$ cat config.mk
export PLATFORM = sky130hd
export DESIGN_NAME = nv_prog_seq
export DESIGN_NICKNAME = d
export VERILOG_FILES = /design/src/rtl/nvps_pkg.sv /design/src/rtl/nvps_wp_latch.sv /design/src/rtl/nvps_timer.sv /design/src/rtl/nvps_array.sv /design/src/rtl/nv_prog_seq.sv
export SDC_FILE = /design/constraint.sdc
export NUM_CORES = 1
export LEC_CHECK = 0
export BUFFER_PORTS_ARGS = -buffer_cell sky130_fd_sc_hd__buf_2
export CAP_MARGIN = 5
export CORE_MARGIN = 3
export CORE_UTILIZATION = 30
export CTS_CLUSTER_DIAMETER = 150
export DETAILED_ROUTE_END_ITERATION = 16
export GPL_ROUTABILITY_DRIVEN = 1
export PLACE_DENSITY = 0.43
export REMOVE_ABC_BUFFERS = 1
export SYNTH_ARGS = -nofsm -noshare
export SYNTH_HDL_FRONTEND = slang
export SYNTH_SLANG_ARGS = --single-unit
$ cat constraint.sdc
create_clock -name clk_i -period 2.94 [get_ports clk_i]
set_clock_uncertainty 0.05 [all_clocks]
set_input_delay 0.294 -clock clk_i [delete_from_list [all_inputs] [get_ports clk_i]]
set_output_delay 0.294 -clock clk_i [all_outputs]
set_load 0.005 [all_outputs]
$ cat src/rtl/nvps_pkg.sv
package nvps_pkg;
  typedef enum logic [2:0] {
    OP_NONE  = 3'd0,
    OP_READ  = 3'd1,
    OP_EWEN  = 3'd2,
    OP_EWDS  = 3'd3,
    OP_ERASE = 3'd4,
    OP_WRITE = 3'd5,
    OP_ERAL  = 3'd6,
    OP_WRAL  = 3'd7
  } op_e;

  function automatic logic is_prog(op_e op);
    return op inside {OP_ERASE, OP_WRITE, OP_ERAL, OP_WRAL};
  endfunction
endpackage

$ cat src/rtl/nvps_wp_latch.sv
module nvps_wp_latch (
  input  logic clk_i,
  input  logic rst_ni,
  input  logic set_i,
  input  logic clr_i,
  output logic en_o
);
  always_ff @(posedge clk_i or negedge rst_ni) begin
    if (!rst_ni)    en_o <= 1'b0;
    else if (clr_i) en_o <= 1'b0;
    else if (set_i) en_o <= 1'b1;
  end


  latch_hold_chk: assert property (@(posedge clk_i) disable iff (!rst_ni)
    !set_i && !clr_i |=> $stable(en_o));
endmodule

$ cat src/rtl/nvps_timer.sv
module nvps_timer #(
  parameter int unsigned PROG_CYCLES = 8
) (
  input  logic clk_i,
  input  logic rst_ni,
  input  logic start_i,
  output logic busy_o,
  output logic done_o
);
  localparam int unsigned CW = (PROG_CYCLES > 1) ? $clog2(PROG_CYCLES) : 1;
  localparam logic [CW-1:0] LAST = CW'(PROG_CYCLES - 1);

  logic [CW-1:0] cnt_q;

  assign done_o = busy_o && (cnt_q == '0);

  always_ff @(posedge clk_i or negedge rst_ni) begin
    if (!rst_ni) begin
      busy_o <= 1'b0;
      cnt_q  <= '0;
    end else if (start_i && !busy_o) begin
      busy_o <= 1'b1;
      cnt_q  <= LAST;
    end else if (done_o) begin
      busy_o <= 1'b0;
    end else if (busy_o) begin
      cnt_q  <= cnt_q - 1'b1;
    end
  end


  busy_hold_chk: assert property (@(posedge clk_i) disable iff (!rst_ni)
    busy_o && !done_o |=> busy_o);
endmodule

$ cat src/rtl/nvps_array.sv
module nvps_array #(
  parameter int unsigned AW = 6,
  parameter int unsigned DW = 16
) (
  input  logic          clk_i,
  input  logic          rst_ni,
  input  logic          we_i,
  input  logic          all_i,
  input  logic [AW-1:0] waddr_i,
  input  logic [DW-1:0] wdata_i,
  input  logic [AW-1:0] raddr_i,
  output logic [DW-1:0] rdata_o
);
  localparam int unsigned DEPTH = 1 << AW;

  logic [DW-1:0] mem_q [DEPTH];

  for (genvar g = 0; g < DEPTH; g++) begin : g_word
    always_ff @(posedge clk_i or negedge rst_ni) begin
      if (!rst_ni)
        mem_q[g] <= '0;
      else if (we_i && (all_i || waddr_i == AW'(g)))
        mem_q[g] <= wdata_i;
    end
  end

  assign rdata_o = mem_q[raddr_i];
endmodule

$ cat src/rtl/nv_prog_seq.sv
module nv_prog_seq
  import nvps_pkg::*;
#(
  parameter int unsigned AW          = 6,
  parameter int unsigned DW          = 16,
  parameter int unsigned PROG_CYCLES = 8
) (
  input  logic          clk_i,
  input  logic          rst_ni,
  input  logic          cs_i,
  input  logic [2:0]    cmd_op_i,
  input  logic [AW-1:0] cmd_addr_i,
  input  logic [DW-1:0] cmd_data_i,
  input  logic          cmd_done_i,
  input  logic [AW-1:0] rd_addr_i,
  output logic [DW-1:0] rd_data_o,
  output logic          busy_o,
  output logic          do_o,
  output logic          do_oe_o
);
  op_e           op_in, op_q;
  logic [AW-1:0] addr_q;
  logic [DW-1:0] data_q;
  logic          cs_q, cs_fall, accept, start, done, en, stat_q;
  logic          we, we_all;
  logic [AW-1:0] waddr;
  logic [DW-1:0] wdata;

  assign op_in   = op_e'(cmd_op_i);
  assign cs_fall = cs_q && !cs_i;
  assign accept  = cs_fall && cmd_done_i && !busy_o;
  assign start   = accept && en && is_prog(op_in);

  always_ff @(posedge clk_i or negedge rst_ni) begin
    if (!rst_ni) cs_q <= 1'b0;
    else         cs_q <= cs_i;
  end

  nvps_wp_latch u_latch (
    .clk_i  (clk_i),
    .rst_ni (rst_ni),
    .set_i  (accept && op_in == OP_EWEN),
    .clr_i  (accept && op_in == OP_EWDS),
    .en_o   (en)
  );

  nvps_timer #(.PROG_CYCLES(PROG_CYCLES)) u_timer (
    .clk_i   (clk_i),
    .rst_ni  (rst_ni),
    .start_i (start),
    .busy_o  (busy_o),
    .done_o  (done)
  );

  always_ff @(posedge clk_i or negedge rst_ni) begin
    if (!rst_ni) begin
      op_q   <= OP_NONE;
      addr_q <= '0;
      data_q <= '0;
    end else if (start) begin
      op_q   <= op_in;
      addr_q <= cmd_addr_i;
      data_q <= cmd_data_i;
    end
  end

  // status phase: from cycle start until the next idle CS fall
  always_ff @(posedge clk_i or negedge rst_ni) begin
    if (!rst_ni)                 stat_q <= 1'b0;
    else if (start)              stat_q <= 1'b1;
    else if (cs_fall && !busy_o) stat_q <= 1'b0;
  end

  assign do_oe_o = cs_i && stat_q;
  assign do_o    = !busy_o;

  // erase phase at start, program phase at end
  always_comb begin
    we     = 1'b0;
    we_all = 1'b0;
    waddr  = addr_q;
    wdata  = data_q;
    if (start && op_in inside {OP_ERASE, OP_WRITE, OP_ERAL}) begin
      we     = 1'b1;
      we_all = (op_in == OP_ERAL);
      waddr  = cmd_addr_i;
      wdata  = '1;
    end else if (done && op_q inside {OP_WRITE, OP_WRAL}) begin
      we     = 1'b1;
      we_all = (op_q == OP_WRAL);
    end
  end

  nvps_array #(.AW(AW), .DW(DW)) u_array (
    .clk_i   (clk_i),
    .rst_ni  (rst_ni),
    .we_i    (we),
    .all_i   (we_all),
    .waddr_i (waddr),
    .wdata_i (wdata),
    .raddr_i (rd_addr_i),
    .rdata_o (rd_data_o)
  );


  locked_no_busy_chk: assert property (@(posedge clk_i) disable iff (!rst_ni)
    cs_fall && cmd_done_i && !en && !busy_o |=> !busy_o);


  busy_latch_stable_chk: assert property (@(posedge clk_i) disable iff (!rst_ni)
    busy_o |=> $stable(en));


  incomplete_no_start_chk: assert property (@(posedge clk_i) disable iff (!rst_ni)
    cs_fall && !cmd_done_i && !busy_o |=> !busy_o);


  busy_status_chk: assert property (@(posedge clk_i) disable iff (!rst_ni)
    busy_o && cs_i |-> do_oe_o && !do_o);


  start_busy_chk: assert property (@(posedge clk_i) disable iff (!rst_ni)
    $rose(busy_o) |-> $past(cs_fall && cmd_done_i));
endmodule

==> flow_summary.html <==
<table>
<tr><th>Metric</th><th>Value</th></tr>
<tr><th colspan="2">Worst setup path</th></tr>
<tr><td>Critical path endpoint category</td><td>output pin</td></tr>
<tr><td>CP Launch Type</td><td>flip-flop</td></tr>
<tr><td>Required time at the endpoint of the critical path</td><td>2.60 ns</td></tr>
<tr><td>Classification of the worst setup path</td><td>flip-flop to output pin</td></tr>
<tr><td>CP arrival</td><td>2.62 ns</td></tr>
<tr><td>Critical path peak fanout</td><td>2</td></tr>
<tr><th colspan="2">Die</th></tr>
<tr><td>Initial cell density of the core</td><td>0.302</td></tr>
<tr><td>Chip Width</td><td>411 µm</td></tr>
<tr><td>Top-Level Pins</td><td>54</td></tr>
<tr><td>Core Region</td><td>163,000 µm²</td></tr>
<tr><td>Die area</td><td>169,000 µm²</td></tr>
<tr><td>Number of placement rows</td><td>148</td></tr>
<tr><td>Height of the chip</td><td>411 µm</td></tr>
<tr><th colspan="2">Yosys</th></tr>
<tr><td>Number of flops mapped to enable cells by yosys</td><td>0</td></tr>
<tr><td>Largest family of logic cells by synthesized area</td><td>multiplexers</td></tr>
<tr><td>Average footprint of a synthesized cell</td><td>15.4 µm²</td></tr>
<tr><td>Area share of the largest cell type after synthesis</td><td>0.536</td></tr>
<tr><td>Leading post-synthesis cells by cell area</td><td>sky130_fd_sc_hd__dfrtp_1 (54%), sky130_fd_sc_hd__mux2_2 (22%), sky130_fd_sc_hd__mux4_2 (11%), sky130_fd_sc_hd__mux2_4 (1.5%), sky130_fd_sc_hd__clkbuf_1 (1.1%)</td></tr>
<tr><td>Synth Flop Type</td><td>sky130_fd_sc_hd__dfrtp_1</td></tr>
<tr><td>Post-synthesis instance area</td><td>49,300 µm²</td></tr>
<tr><td>Multiplexer fraction of the synthesized cell area</td><td>0.362</td></tr>
<tr><td>Share of flip-flops with an asynchronous set or reset after synthesis</td><td>1.00</td></tr>
<tr><td>Flip-flop and latch count after synthesis</td><td>1,056</td></tr>
<tr><td>Complex-gate fraction of the synthesized area</td><td>0.0456</td></tr>
<tr><td>Number of library cell types mapped by synthesis</td><td>55</td></tr>
<tr><td>Simple-gate area share of the yosys netlist</td><td>0.0231</td></tr>
<tr><td>Sequential share of the synthesized area</td><td>0.536</td></tr>
<tr><td>Most frequent cell after synthesis</td><td>sky130_fd_sc_hd__dfrtp_1</td></tr>
<tr><td>Post-synthesis cell type with the largest combined area</td><td>sky130_fd_sc_hd__dfrtp_1</td></tr>
<tr><td>Most numerous cell types in the synthesized netlist</td><td>sky130_fd_sc_hd__dfrtp_1 (1,056), sky130_fd_sc_hd__mux2_2 (975), sky130_fd_sc_hd__mux4_2 (245)</td></tr>
<tr><td>Post-Synth Adder-Cell Area</td><td>0.000508</td></tr>
<tr><td>XOR/XNOR Fraction of Synth Area</td><td>0</td></tr>
<tr><td>Synthesized instance count</td><td>3,202</td></tr>
<tr><td>Synthesis warning total</td><td>0</td></tr>
<tr><th colspan="2">Timing</th></tr>
<tr><td>Final hold slack</td><td>0.0566 ns</td></tr>
<tr><td>Period utilisation layout</td><td>1.01</td></tr>
<tr><td>Transition time of the tightest slew-check pin</td><td>0.939 ns</td></tr>
<tr><td>Total Negative Setup Slacks</td><td>-0.0295 ns</td></tr>
<tr><td>Time the final worst path needs with I/O delays and setup</td><td>2.97 ns</td></tr>
<tr><td>Number of pins with negative max-slew slack in the final report</td><td>0</td></tr>
<tr><td>Max Fclk</td><td>337 MHz</td></tr>
<tr><td>Endpoints failing hold</td><td>0</td></tr>
<tr><td>Final setup margin</td><td>-0.0251 ns</td></tr>
<tr><td>Unrepaired setup endpoints after global routing</td><td>yes</td></tr>
<tr><td>Worst max-slew margin expressed relative to the limit</td><td>0.372</td></tr>
<tr><td>Final-report setup violation count</td><td>2</td></tr>
<tr><th colspan="2">Pwr</th></tr>
<tr><td>Clock network fraction of design power</td><td>0.345</td></tr>
<tr><td>Static leakage</td><td>27.6 nW</td></tr>
<tr><td>Sw frac</td><td>0.296</td></tr>
<tr><td>Sequential power share</td><td>0.426</td></tr>
<tr><td>Portion of total power attributed to combinational logic</td><td>0.229</td></tr>
<tr><td>Switching Power</td><td>13.2 mW</td></tr>
<tr><td>Worst vdd ir</td><td>0.526 mV</td></tr>
<tr><td>Power consumption</td><td>44.6 mW</td></tr>
<tr><td>Cell area power density</td><td>754 nW/µm²</td></tr>
<tr><td>Internal power consumption</td><td>31.4 mW</td></tr>
<tr><th colspan="2">Routing</th></tr>
<tr><td>Vias</td><td>28,942</td></tr>
<tr><td>Total iterations of the first detailed-routing run</td><td>5</td></tr>
<tr><td>Average detailed-routed wire length per instance</td><td>26.1 µm</td></tr>
<tr><td>DRC Markers</td><td>0</td></tr>
<tr><td>Wire length after detailed routing</td><td>147,000 µm</td></tr>
<tr><td>DRT antenna net count</td><td>0</td></tr>
<tr><td>Count of routing violations after the opening detailed-route iteration</td><td>1,724</td></tr>
<tr><td>Via density per instance</td><td>5.14</td></tr>
<tr><th colspan="2">Layout</th></tr>
<tr><td>Fill count</td><td>15,453</td></tr>
<tr><td>Area of combinational cells with multiple inputs</td><td>21,900 µm²</td></tr>
<tr><td>Relative area change from synthesis to final layout</td><td>20.0%</td></tr>
<tr><td>Area of all placed cells without fillers</td><td>59,100 µm²</td></tr>
<tr><td>Final nets</td><td>3,397</td></tr>
<tr><td>Register Area</td><td>26,400 µm²</td></tr>
<tr><td>Share of cells above drive strength 1</td><td>0.569</td></tr>
<tr><th colspan="2">Placed design</th></tr>
<tr><td>Routability congestion estimate</td><td>0.826</td></tr>
<tr><td>Port buffer count</td><td>53</td></tr>
<tr><td>Detailed placer's ending HPWL</td><td>94,700 µm</td></tr>
<tr><td>Area after detailed placement</td><td>54,100 µm²</td></tr>
<tr><th colspan="2">Clock tree</th></tr>
<tr><td>CTS sink cnt</td><td>1,056</td></tr>
<tr><td>Register clock-pin slew on the reported worst setup and hold paths</td><td>0.06 ns</td></tr>
<tr><td>Number of levels in the clock H-tree</td><td>3</td></tr>
<tr><td>Number of CTS-inserted buffers</td><td>120</td></tr>
<tr><td>Worst-case clock buffer depth</td><td>3</td></tr>
<tr><td>Clock Latency Late Sink</td><td>0.73 ns</td></tr>
<tr><td>Root Buffer</td><td>sky130_fd_sc_hd__clkbuf_16</td></tr>
<tr><td>CTS tree</td><td>yes</td></tr>
<tr><th colspan="2">Global route</th></tr>
<tr><td>Vias in the first global route</td><td>31,659</td></tr>
<tr><td>First-pass GRT wire length</td><td>219,000 µm</td></tr>
<tr><td>Grt total ovfl</td><td>0</td></tr>
<tr><td>Largest net degree at the start of global routing</td><td>86</td></tr>
<tr><td>Initial antenna violation count</td><td>8</td></tr>
<tr><td>Overall global routing resource usage</td><td>0.175</td></tr>
<tr><th colspan="2">Status</th></tr>
<tr><td>Status</td><td>finished with violations</td></tr>
<tr><td>Failing checks</td><td>negative setup slack</td></tr>
<tr><th colspan="2">Run</th></tr>
<tr><td>Number of max-cap violations</td><td>0</td></tr>
<tr><th colspan="2">Worst hold path</th></tr>
<tr><td>Type of the worst min-delay path</td><td>primary input to asynchronous set/reset pin</td></tr>
</table>
==> final cells by class <==
type / count / share of cell area
sequential: 1056 / 0.447
multi-input combinational: 1842 / 0.370
timing repair buffer: 332 / 0.0672
clock buffer: 181 / 0.0606
tap: 2175 / 0.0460
clock inverter: 40 / 0.00838
inverter: 8 / 0.000508
antenna: 2 / 0.0000846
==> state kept, by name (all words and copies together), names as in the netlist, 3 cells and up <==
register / flops
u_array.mem_q: 1024
data_q: 16
addr_q: 6
op_q: 3
u_timer.cnt_q: 3
==> logic make-up after synthesis <==
group	count (synthesis)
AO/OA/AOI/OAI	275
flip-flops	1056
buffers and inverters	304
multiplexers	1326
adder cells (fa/ha/maj)	2
AND/OR/NAND/NOR	239
==> critical path: stages, from the launching register on <==
cell and delay (ns):
sky130_fd_sc_hd__dfrtp_1 0.38, sky130_fd_sc_hd__mux4_2 0.51, sky130_fd_sc_hd__a22oi_2 0.28, sky130_fd_sc_hd__nand2_2 0.16, sky130_fd_sc_hd__o21ai_1 0.17, sky130_fd_sc_hd__buf_4 0.18
sky130_fd_sc_hd__a211oi_4 0.05, sky130_fd_sc_hd__buf_2 0.16
==> through the flow <==
stage / setup slack (ns) / cells / utilization
floorplan: -2.27 / 2906 / -
global placement: -0.507 / 5391 / 0.332
global route: -0.133 / 5635 / 0.363
CTS: -0.125 / 5634 / 0.362
detailed placement: -0.485 / 5391 / 0.332
finish: -0.0251 / 5636 / 0.363
==> cells in the final DEF, fill, tap and decap left out, drive strengths merged, types with 12 or more instances in the layout <==
| cell | synthesis | final |
|---|---|---|
| mux2i | 45 | 45 |
| buf | 146 | 305 |
| a22oi | 64 | 64 |
| mux4 | 245 | 245 |
| inv | 8 | 13 |
| dfrtp | 1056 | 1056 |
| nor3 | 16 | 16 |
| o22ai | 27 | 27 |
| o21ai | 45 | 45 |
| a31oi | 12 | 12 |
| a21oi | 82 | 82 |
| nand2 | 120 | 120 |
| nor2 | 25 | 25 |
| nand2b | 27 | 27 |
| clkinv | 0 | 22 |
| nand3 | 17 | 17 |
| dlygate4sd3 | 0 | 27 |
| mux2 | 1036 | 1036 |
| clkbuf | 150 | 181 |
==> power groups by stage <==
stage / clock [mW] / sequential, mW / combinational, mW
floorplan: 0 / 18.6 / 5.93
global placement: 0 / 19.0 / 9.77
detailed placement: 0 / 19.2 / 10.1
CTS: 15.9 / 19.0 / 10.4
global route: 16.5 / 19.3 / 11.0
finish: 15.4 / 19.0 / 10.2
==> path summary, 6_finish.rpt <==
path	to	depth (start not counted)	startpoint	slack, ns
min in group clk_i	cs_q	2	cs_i	0.20
max in group asynchronous	u_array.mem_q[786]	4	rst_ni	1.68
min	u_array.mem_q[669]	2	rst_ni	0.06
max	rd_data_o[13]	7	u_array.mem_q[781]	-0.03
max reg2reg	u_array.mem_q[693]	8	u_timer.cnt_q[0]	0.05
min reg2reg	data_q[1]	2	data_q[1]	0.42
==> layer usage <==
metal  global-route usage  wire length, µm  vias up
li1                     -                -    12234
met1                0.249            69800    15934
met2                0.271            67200      567
met3               0.0294             6430      205
met4               0.0528             3820        2
met5                    0               13        -
==> timing repair <==
item                                   in CTS  in global routing
pin swaps                                  48                 10
setup endpoints to repair                  16                 16
buffers inserted                            3                  0
endpoints found under the hold margin     212                  0
hold buffers                               27                  0
gates cloned                                0                  0
gates resized for setup                   128                 24
Power figures use the tool's default switching activity.
